===== src/rtl/stat_pkg.sv =====
`timescale 1ns/1ps
package stat_pkg;
    // Defaults: five counters, speed-down of five -> 4 narrow bits suffice
    localparam int unsigned DEF_N_CTR    = 5;
    localparam int unsigned DEF_PERIOD_B = 5;
    localparam int unsigned DEF_NARROW_W = 4;
    localparam int unsigned DEF_WIDE_W   = 64;

    // Backing port read-modify-write sequencing
    typedef enum logic [1:0] {
        RMW_IDLE  = 2'd0,
        RMW_READ  = 2'd1,
        RMW_WRITE = 2'd2
    } rmw_state_e;

    // Width of an index for n entries (at least one bit)
    function automatic int unsigned idx_width(input int unsigned n);
        return (n > 1) ? $clog2(n) : 1;
    endfunction
endpackage


===== src/rtl/stat_phase_timer.sv =====
`timescale 1ns/1ps
module stat_phase_timer #(
    parameter int unsigned PERIOD_B = stat_pkg::DEF_PERIOD_B
) (
    input  logic clk,
    input  logic rst,
    output logic flush_o
);
    localparam int unsigned PH_W = stat_pkg::idx_width(PERIOD_B);
    localparam logic [PH_W-1:0] PH_LAST = PH_W'(PERIOD_B - 1);

    logic [PH_W-1:0] ph_q;

    always_ff @(posedge clk) begin
        if (rst)                 ph_q <= '0;
        else if (ph_q == PH_LAST) ph_q <= '0;
        else                     ph_q <= ph_q + 1'b1;
    end

    assign flush_o = (ph_q == PH_LAST);

    // Flush strobes never come back to back
    p_flush_gap_r5: assert property (@(posedge clk) disable iff (rst)
        flush_o |=> !flush_o);
endmodule


===== src/rtl/stat_argmax_sel.sv =====
`timescale 1ns/1ps
module stat_argmax_sel #(
    parameter int unsigned N_CTR    = stat_pkg::DEF_N_CTR,
    parameter int unsigned NARROW_W = stat_pkg::DEF_NARROW_W,
    parameter int unsigned IDX_W    = stat_pkg::idx_width(N_CTR)
) (
    input  logic [N_CTR-1:0][NARROW_W-1:0] val_i,
    output logic [IDX_W-1:0]               sel_o,
    output logic [NARROW_W-1:0]            max_o
);
    // Linear scan; a strictly-greater test keeps the lowest index on ties
    always_comb begin
        max_o = val_i[0];
        sel_o = '0;
        for (int i = 1; i < N_CTR; i++) begin
            if (val_i[i] > max_o) begin
                max_o = val_i[i];
                sel_o = IDX_W'(i);
            end
        end
    end
endmodule


===== src/rtl/stat_backing_rmw.sv =====
`timescale 1ns/1ps
module stat_backing_rmw #(
    parameter int unsigned N_CTR    = stat_pkg::DEF_N_CTR,
    parameter int unsigned NARROW_W = stat_pkg::DEF_NARROW_W,
    parameter int unsigned WIDE_W   = stat_pkg::DEF_WIDE_W,
    parameter int unsigned IDX_W    = stat_pkg::idx_width(N_CTR)
) (
    input  logic                clk,
    input  logic                rst,
    input  logic                start_i,
    input  logic [IDX_W-1:0]    idx_i,
    input  logic [NARROW_W-1:0] amt_i,
    input  logic [IDX_W-1:0]    qry_idx_i,
    output logic [WIDE_W-1:0]   qry_wide_o,
    output logic                pend_valid_o,
    output logic                rd_phase_o,
    output logic [IDX_W-1:0]    pend_idx_o,
    output logic [NARROW_W-1:0] pend_amt_o
);
    import stat_pkg::*;

    logic [WIDE_W-1:0]   mem_q [N_CTR];
    rmw_state_e          st_q;
    logic [IDX_W-1:0]    idx_q;
    logic [NARROW_W-1:0] amt_q;
    logic [WIDE_W-1:0]   rd_q;

    always_ff @(posedge clk) begin
        if (rst) begin
            st_q  <= RMW_IDLE;
            idx_q <= '0;
            amt_q <= '0;
            rd_q  <= '0;
            for (int i = 0; i < N_CTR; i++) mem_q[i] <= '0;
        end else begin
            unique case (st_q)
                RMW_IDLE: if (start_i) begin
                    st_q  <= RMW_READ;
                    idx_q <= idx_i;
                    amt_q <= amt_i;
                end
                RMW_READ: begin
                    rd_q <= mem_q[idx_q];
                    st_q <= RMW_WRITE;
                end
                RMW_WRITE: begin
                    mem_q[idx_q] <= rd_q + WIDE_W'(amt_q);
                    st_q         <= RMW_IDLE;
                end
                default: st_q <= RMW_IDLE;
            endcase
        end
    end

    assign qry_wide_o   = (32'(qry_idx_i) < N_CTR) ? mem_q[qry_idx_i] : '0;
    assign pend_valid_o = (st_q != RMW_IDLE);
    assign rd_phase_o   = (st_q == RMW_READ);
    assign pend_idx_o   = idx_q;
    assign pend_amt_o   = amt_q;

    // One read then one write per flush, and a new flush only when idle
    p_read_then_write_r9: assert property (@(posedge clk) disable iff (rst)
        (st_q == RMW_READ) |=> (st_q == RMW_WRITE));
    p_write_then_idle_r9: assert property (@(posedge clk) disable iff (rst)
        (st_q == RMW_WRITE) |=> (st_q == RMW_IDLE));
    p_start_when_idle_r9: assert property (@(posedge clk) disable iff (rst)
        start_i |-> (st_q == RMW_IDLE));
endmodule


===== src/rtl/stat_hybrid_counter.sv =====
`timescale 1ns/1ps
module stat_hybrid_counter #(
    parameter int unsigned N_CTR    = stat_pkg::DEF_N_CTR,
    parameter int unsigned PERIOD_B = stat_pkg::DEF_PERIOD_B,
    parameter int unsigned NARROW_W = stat_pkg::DEF_NARROW_W,
    parameter int unsigned WIDE_W   = stat_pkg::DEF_WIDE_W,
    parameter int unsigned IDX_W    = stat_pkg::idx_width(N_CTR)
) (
    input  logic                clk,
    input  logic                rst,
    input  logic                inc_valid,
    input  logic [IDX_W-1:0]    inc_idx,
    input  logic [IDX_W-1:0]    qry_idx,
    output logic [WIDE_W-1:0]   qry_total,
    output logic                fl_valid,
    output logic [IDX_W-1:0]    fl_idx,
    output logic [NARROW_W-1:0] fl_amount,
    output logic                ovf_sticky
);
    // PERIOD_B must be at least 3 so the two-cycle backing update ends
    // before the next flush is taken.
    localparam logic [NARROW_W-1:0] NARROW_MAX = '1;

    logic [N_CTR-1:0][NARROW_W-1:0] narrow_q;
    logic                ovf_q;
    logic                flush;
    logic [IDX_W-1:0]    sel_idx;
    logic [NARROW_W-1:0] sel_max;
    logic                inc_ok;
    logic [WIDE_W-1:0]   wide_q;
    logic                pend_valid;
    logic                rd_phase;
    logic [IDX_W-1:0]    pend_idx;
    logic [NARROW_W-1:0] pend_amt;

    assign inc_ok = inc_valid && (32'(inc_idx) < N_CTR);

    stat_phase_timer #(.PERIOD_B(PERIOD_B)) u_timer (
        .clk     (clk),
        .rst     (rst),
        .flush_o (flush)
    );

    stat_argmax_sel #(.N_CTR(N_CTR), .NARROW_W(NARROW_W), .IDX_W(IDX_W)) u_pick (
        .val_i (narrow_q),
        .sel_o (sel_idx),
        .max_o (sel_max)
    );

    stat_backing_rmw #(.N_CTR(N_CTR), .NARROW_W(NARROW_W), .WIDE_W(WIDE_W),
                       .IDX_W(IDX_W)) u_backing (
        .clk          (clk),
        .rst          (rst),
        .start_i      (flush),
        .idx_i        (sel_idx),
        .amt_i        (sel_max),
        .qry_idx_i    (qry_idx),
        .qry_wide_o   (wide_q),
        .pend_valid_o (pend_valid),
        .rd_phase_o   (rd_phase),
        .pend_idx_o   (pend_idx),
        .pend_amt_o   (pend_amt)
    );

    // Narrow counter bank: one increment per cycle, one clear per flush
    always_ff @(posedge clk) begin
        if (rst) begin
            narrow_q <= '0;
            ovf_q    <= 1'b0;
        end else begin
            for (int i = 0; i < N_CTR; i++) begin
                if (flush && (sel_idx == IDX_W'(i))) begin
                    narrow_q[i] <= (inc_ok && inc_idx == IDX_W'(i)) ?
                                   NARROW_W'(1) : '0;
                end else if (inc_ok && inc_idx == IDX_W'(i)) begin
                    narrow_q[i] <= narrow_q[i] + 1'b1;
                    if (narrow_q[i] == NARROW_MAX) ovf_q <= 1'b1;
                end
            end
        end
    end

    // True total: wide word + narrow part + amount still in transit
    always_comb begin
        qry_total = '0;
        if (32'(qry_idx) < N_CTR) begin
            qry_total = wide_q + WIDE_W'(narrow_q[qry_idx]);
            if (pend_valid && pend_idx == qry_idx)
                qry_total = qry_total + WIDE_W'(pend_amt);
        end
    end

    assign fl_valid   = rd_phase;
    assign fl_idx     = pend_idx;
    assign fl_amount  = pend_amt;
    assign ovf_sticky = ovf_q;

    p_ovf_sticky_r4: assert property (@(posedge clk) disable iff (rst)
        ovf_q |=> ovf_q);

    p_clear_after_flush_r7: assert property (@(posedge clk) disable iff (rst)
        (flush && !(inc_ok && inc_idx == sel_idx)) |=> (narrow_q[pend_idx] == '0));

    p_keep_collision_r7: assert property (@(posedge clk) disable iff (rst)
        (flush && inc_ok && inc_idx == sel_idx) |=> (narrow_q[pend_idx] == NARROW_W'(1)));

    generate
        for (genvar g = 0; g < N_CTR; g++) begin : g_pick_chk
            p_pick_is_max_r6: assert property (@(posedge clk) disable iff (rst)
                flush |-> (narrow_q[g] <= sel_max));
            p_pick_lowest_r6: assert property (@(posedge clk) disable iff (rst)
                (flush && (IDX_W'(g) < sel_idx)) |-> (narrow_q[g] < sel_max));
        end
    endgenerate
endmodule


===== config.mk =====
export PLATFORM = sky130hd
export DESIGN_NAME = stat_hybrid_counter
export DESIGN_NICKNAME = d
export VERILOG_FILES = /design/src/rtl/stat_pkg.sv /design/src/rtl/stat_phase_timer.sv /design/src/rtl/stat_argmax_sel.sv /design/src/rtl/stat_backing_rmw.sv /design/src/rtl/stat_hybrid_counter.sv
export SDC_FILE = /design/constraint.sdc
export NUM_CORES = 1
export LEC_CHECK = 0
export ABC_CLOCK_PERIOD_IN_PS = 27400
export BUFFER_PORTS_ARGS = -buffer_cell sky130_fd_sc_hd__buf_2
export CAP_MARGIN = 15
export CORE_UTILIZATION = 61
export CTS_CLUSTER_DIAMETER = 120
export DETAILED_ROUTE_END_ITERATION = 8
export GPL_ROUTABILITY_DRIVEN = 0
export PLACE_DENSITY = 0.88
export SLEW_MARGIN = 20
export SYNTH_ARGS = -nofsm -noshare
export SYNTH_HDL_FRONTEND = slang
export SYNTH_SLANG_ARGS = --single-unit

===== constraint.sdc =====
create_clock -name clk -period 27.4 [get_ports clk]
set_input_delay 4.11 -clock clk [delete_from_list [all_inputs] [get_ports clk]]
set_output_delay 4.11 -clock clk [all_outputs]
set_load 0.02 [all_outputs]

* Yosys cells after proc, flatten, opt, wreduce, memory -nomap -nowiden
Memories as Yosys holds them, arrays and structs flattened. A register that Yosys moved wholly into a read port is not among the register bits.
Cells that the tools add are included.
** Storage, ports and cells
- Flip-flop bits (word level) :: 33
- Memory bits (writable) :: 320
- Bits of input ports :: 9
- Output and inout port bits :: 73
- Logic and storage cells :: 123
- Memories kept :: 1
** Memories
- u_backing.mem_q :: words 5, bits a word 64, rd ports 2, clocked after Yosys merged registers in 1, write ports 5, RTL line stat_backing_rmw.sv:22 : logic [WIDE_W-1:0] mem_q [N_CTR];
** Cells by class
- Add/sub/neg operators :: 9
- Order comparisons :: 7
- Eq/ne operators :: 18
- Muxes and demuxes :: 54
- Reduce and logical (&&, ||, !) cells :: 24
** Operators by type and width (number)
- 2-to-1 mux 64 bit :: 4
- adder 64 x 4 -> 64 bit :: 3
- OR reduction 64 bit :: 1
- 2-to-1 mux 4 bit :: 15
- 2-to-1 mux 1 bit :: 28
- adder 4 x 1 -> 4 bit (second input constant) :: 5
- equality test 4 bit (second input constant) :: 5
- > comparator 4 bit :: 4
- binary-select mux 4 bit (select 3 bit) :: 1
- equality test 3 x 2 -> 1 bit (second input constant) :: 4
- logical AND 1 bit :: 12
- nonzero test 2 bit :: 6
- equality test 3 bit (second input constant) :: 3
- equality test 3 x 1 -> 1 bit (second input constant) :: 2
- logical NOT 3 bit :: 2
- < comparator 3 bit (second input constant) :: 2
- 2-to-1 mux 2 bit :: 3
- 2-to-1 mux 3 bit :: 2
- < comparator 3 x 4 -> 1 bit (second input constant) :: 1
- case mux 2 bit (2 select lines) :: 1
- adder 3 x 1 -> 3 bit (second input constant) :: 1
- equality test 3 bit :: 1
- equality test 2 x 1 -> 1 bit (second input constant) :: 1
- equality test 2 bit (second input constant) :: 1
- 4 further kinds :: 4

* Depth between registers and ports, before layout
- Depth in word-level cells :: 24
- Depth in mapped cells :: 34
- Gate-level depth less buffers :: 33

* Modules after synthesis
From an unflattened synthesis, not the netlist that was laid out.
** Second synthesis, totals
- Cells, all modules :: 2898
- Area, all modules :: 33382.0 um^2
** Modules (own cells, without submodules)
- stat_backing_rmw :: times used 1, cells each 2052, area each 27488.9 um^2, sequential area each 16836.1 um^2
- stat_hybrid_counter :: times used 1, cells each 734, area each 5061.1 um^2, sequential area each 420.4 um^2
- stat_argmax_sel :: times used 1, cells each 99, area each 696.9 um^2, sequential area each 0.0 um^2
- stat_phase_timer :: times used 1, cells each 13, area each 135.1 um^2, sequential area each 60.1 um^2

* Least setup slack after synthesis
No wires, ideal clock.
- Path kind :: input to output
- Start point :: in qry_idx[0]
- End point :: out qry_total[57]
- Arrival time :: 10621 ps
- Required time :: 23290 ps
- Path slack :: 12669 ps
- Stages :: 30
- Buffers on the path :: 11
- Cell sequence :: buf_6 > buf_6 > buf_8 > buf_6 > buf_6 > buf_6 > buf_6 > buf_2 > buf_1 > clkbuf_1 > mux2i_1 > nor2_1 > a21oi_1 > o22ai_1 > ha_1 > inv_1 > fa_1 > nor2b_1 > o21ai_0 > a22oi_1 > nand2_1 > or4_1 > buf_2 > nor4_1 > xnor2_1 > o2111a_1 > nand4_2 > nor4b_4 > nand2_1 > xnor2_1
** On the way
- Word-level cells in the longest chain between the ends :: 6
- Elaborated cells on any way between the ends :: 11
- Those cells by class :: 2 x add/sub; 1 x order compare; 1 x eq/ne; 5 x mux; 1 x reduce/logical; 1 x memory
** RTL lines
- start: declaration :: RTL line stat_hybrid_counter.sv:13 : input logic [IDX_W-1:0] qry_idx,
- < comparator 3 bit (tied with other cells) :: RTL line stat_backing_rmw.sv:55, stat_hybrid_counter.sv:86
- 2-to-1 mux 64 bit / 2-to-1 mux 4 bit (equally long branches) :: RTL line stat_backing_rmw.sv:55, stat_hybrid_counter.sv:87
- adder 64 x 4 -> 64 bit :: RTL line stat_hybrid_counter.sv:87 : qry_total = wide_q + WIDE_W'(narrow_q[qry_idx]);
- adder 64 x 4 -> 64 bit :: RTL line stat_hybrid_counter.sv:89 : qry_total = qry_total + WIDE_W'(pend_amt);
- 2-to-1 mux 64 bit :: RTL line stat_hybrid_counter.sv:88 : if (pend_valid && pend_idx == qry_idx)
- 2-to-1 mux 64 bit * :: RTL line stat_hybrid_counter.sv:86 : if (32'(qry_idx) < N_CTR) begin
- end: declaration :: RTL line stat_hybrid_counter.sv:14 : output logic [WIDE_W-1:0] qry_total,
Every way passes the cells marked *; elsewhere a longest branch is shown, timed or not. The select of a mux whose other input is x is not followed.

* Final worst setup path
- Start point :: in qry_idx[0]
- End point :: out qry_total[54]
Same word-level chain as after synthesis.

==> metrics.cfg <==
[logic_synthesis]
synth_nets = 2811
synth_area_um2 = 32990
ys_types = 101
syn_area_per_cell_um2 = 11.93
ys_seq_elements = 609
yosysSeqAreaShare_pct = 52.48
ys_warn_count = 0
synthCells = 2765
ys.flop_type = edfxtp_1
async_reset_ff_share_pct = 0
synth_edf_count = 512

[layout]
layout-drive-gt1-share_pct = 15.81
fill_cells = 3577
areaGrowthSynthToFinish_pct = 8.176
fin_nets = 2826
layout_commonest_cell = nor2_1
fin_util_pct = 67.38
final_cell_mix = nor2_1 (515), edfxtp_1 (512), mux2i_1 (171)

[floorplan]
die_area_um2 = 55020
fp.dieW_um = 234.6
dieHeight_um = 234.6
coreArea_um2 = 52970
num_rows = 84
start_util_pct = 62.29
ios = 82

[power_and_ir_drop]
leakage_nw = 12.01
vdd_ir_drop_max_mv = 0.05269
cellPowerDensity_nw_per_um2 = 55.45
power.total_mw = 1.979

[placement]
pre_cts_slack_ns = 12.21
io_buffers = 81
hpwl_um = 60780

[clock_network]
path_clk_slew_ns = 0.06
cts.sinks = 609
clockBufferDepth = 3
cts_tree = done
h-tree-depth = 2
clock-root-buffer = clkbuf_16
postCtsHoldBufs = 0
cts_buffers = 59
post_cts_buffers = 0
clock_latency_ns = 0.64
cts.repair.resized = 0

[timing]
hold_violations = 0
relSlewSlack_pct = 20.32
slew_viol_final = 0
rsz0062_at_grt = false
layout_min_cycle_time_ns = 15.49
fin_ws_ns = 11.91
setup_viol = 0
clock_skew_ns = 0.01519
fin_crit_sh_pct = 56.55
clock.fmax_ghz = 0.06454
tightest_slew_ns = 1.195
finalSetupTns_ns = 0

[global_route]
grt_usage_pct = 36.00
overflow = 0
antenna_found_initial = 6
grt_pass1_vias = 25420
grt_pass1_wl_um = 147400
grt_max_degree = 73

[flow_run]
drv_cap = 0

[worst_setup_path]
critical_path_peak_fanout = 65
worst_ep_arrival_time_ns = 11.38
crit_required_ns = 23.29
worstSetupPathType = in2out
cp-start-kind = primary input
crit_path_end_kind = output port

[routing]
vias = 25100
dr.pass1.iters = 6
vias_per_cell = 7.131
antenna_left = 0
drt-total-wl_um = 98170
drt_iter0_markers = 4243
drc = 0
routedWlPerCell_um = 27.89

[run_status]
outcome = finished, final reports clean

[worst_hold_path]
hp-class = reg2reg

==> power breakdown <==
group / internal [mW] / total, mW / switching (mW)
Sequential: 1.02 / 1.03 / 0.0148
Clock: 0.431 / 0.783 / 0.352
Combinational: 0.0537 / 0.164 / 0.110
Total: 1.50 / 1.98 / 0.477
==> Yosys cell counts, types with 7 or more instances <==
cell type  instances  share of area [%]
and2_1             7               0.13
nor3_1            32               0.49
inv_1            102                1.2
mux4_2           131                8.9
a21o_1            12               0.27
or3_1             11               0.21
buf_1             25               0.28
dfxtp_1           97                5.9
and3_1            14               0.27
and4_1            12               0.32
xnor2_1          110                2.9
buf_6             14               0.48
mux2i_1          171                5.2
a32o_1            10               0.30
or2_2             13               0.25
ha_1              34                1.3
nor2_1           518                5.9
o21ai_0           48               0.73
a22oi_1           12               0.27
nor4_1            26               0.49
o22ai_1           17               0.32
a21oi_1           55               0.83
nand4_1           42               0.80
a32oi_1           13               0.35
nor2b_1           23               0.44
a211oi_1          70                1.6
mux2_2            41                1.4
edfxtp_1         512                 47
o21a_1            13               0.30
buf_2             13               0.20
nand2b_1          23               0.44
xor2_1            76                2.0
clkbuf_1         106                1.2
nand2_1          133                1.5
nor3b_1            8               0.18
or2_1              7               0.13
nand3_1           55               0.83
o221ai_1           8               0.21
o2bb2ai_1         12               0.32
==> final timing paths <==
check                              from                          to  slack [ns]  depth (start not counted)
max                          qry_idx[0]               qry_total[54]       11.91                         22
min          u_timer.ph_q[0]$_SDFF_PP0_  u_timer.ph_q[0]$_SDFF_PP0_        0.45                          1
max reg2reg    narrow_q[1]$_SDFFE_PP0P_       ovf_sticky$_SDFF_PP0_       19.52                         32
min reg2reg  u_timer.ph_q[0]$_SDFF_PP0_  u_timer.ph_q[0]$_SDFF_PP0_        0.45                          1
==> cells by family (layout without fill, tap and decap cells) <==
| group | Yosys count | count (layout) | share of synthesized area (%) |
|---|---|---|---|
| multiplexers | 349 | 349 | 15.73 |
| XOR/XNOR | 188 | 188 | 5.036 |
| buffers and inverters | 269 | 332 | 3.622 |
| adder cells (fa/ha/maj) | 38 | 38 | 1.502 |
| AO/OA/AOI/OAI | 336 | 336 | 7.391 |
| AND/OR/NAND/NOR | 976 | 976 | 14.23 |
| other | 0 | 4 | 0 |
| flip-flops | 609 | 609 | 52.48 |
==> cell type report <==
| cell class | count | area (um^2) | share of cell area (%) |
|---|---|---|---|
| sequential | 609 | 17330 | 48.55 |
| multi-input combinational | 1887 | 14570 | 40.83 |
| clock buffer | 78 | 1610 | 4.512 |
| tap | 688 | 860.8 | 2.412 |
| timing repair buffer | 119 | 709.4 | 1.988 |
| inverter | 104 | 390.4 | 1.094 |
| clock inverter | 31 | 210.2 | 0.5889 |
| antenna | 4 | 10.01 | 0.02804 |
==> flip-flops by register name, indices dropped and copies added (netlist names) <==
| register | flops |
|---|---|
| u_backing.pend_idx_o | 3 |
| u_timer.ph_q | 3 |
| u_backing.mem_q | 512 |
| narrow_q | 20 |
| u_backing.pend_amt_o | 4 |
| u_backing.rd_q | 64 |
| ovf_sticky | 1 |
| u_backing.st_q | 2 |
==> per-layer routing <==
metal  share of wire (%)  up-vias  global-route usage, %
li1                    -    10310                      -
met1                  33    12070                  44.23
met2                  45     2190                  55.49
met3                  16      523                  11.81
met4                 6.7        8                  21.63
met5               0.060        -                      0
==> worst max-delay path: stages <==
cell,delay (ns)
buf_6,0.59
buf_4,0.91
mux2i_1,0.17
nor2_1,0.12
a21oi_1,0.05
o22ai_1,0.17
ha_1,0.26
inv_1,0.08
fa_1,0.41
nor2b_1,0.17
o21ai_0,0.23
a22oi_1,0.75
nand2_1,0.14
or4_1,0.61
nor4_1,0.37
xor2_1,0.19
nor3_1,0.36
nand2_1,0.18
nor3_2,0.51
nand4_1,0.19
xnor2_1,0.45
buf_2,0.26
==> per-stage QoR <==
stage | hold WS [ns] | instance area [um^2] | instances
6_report | 0.4526 | 35690 | 3520
5_1_grt | 0.4786 | 35680 | 3516
4_1_cts | 0.4551 | 35670 | 3516
3_5_place_dp | 0.4471 | 33850 | 3407
3_3_place_gp | 0.4313 | 33850 | 3407
2_1_floorplan | 0.4222 | 32990 | 2765
Power figures use the tool's default switching activity.
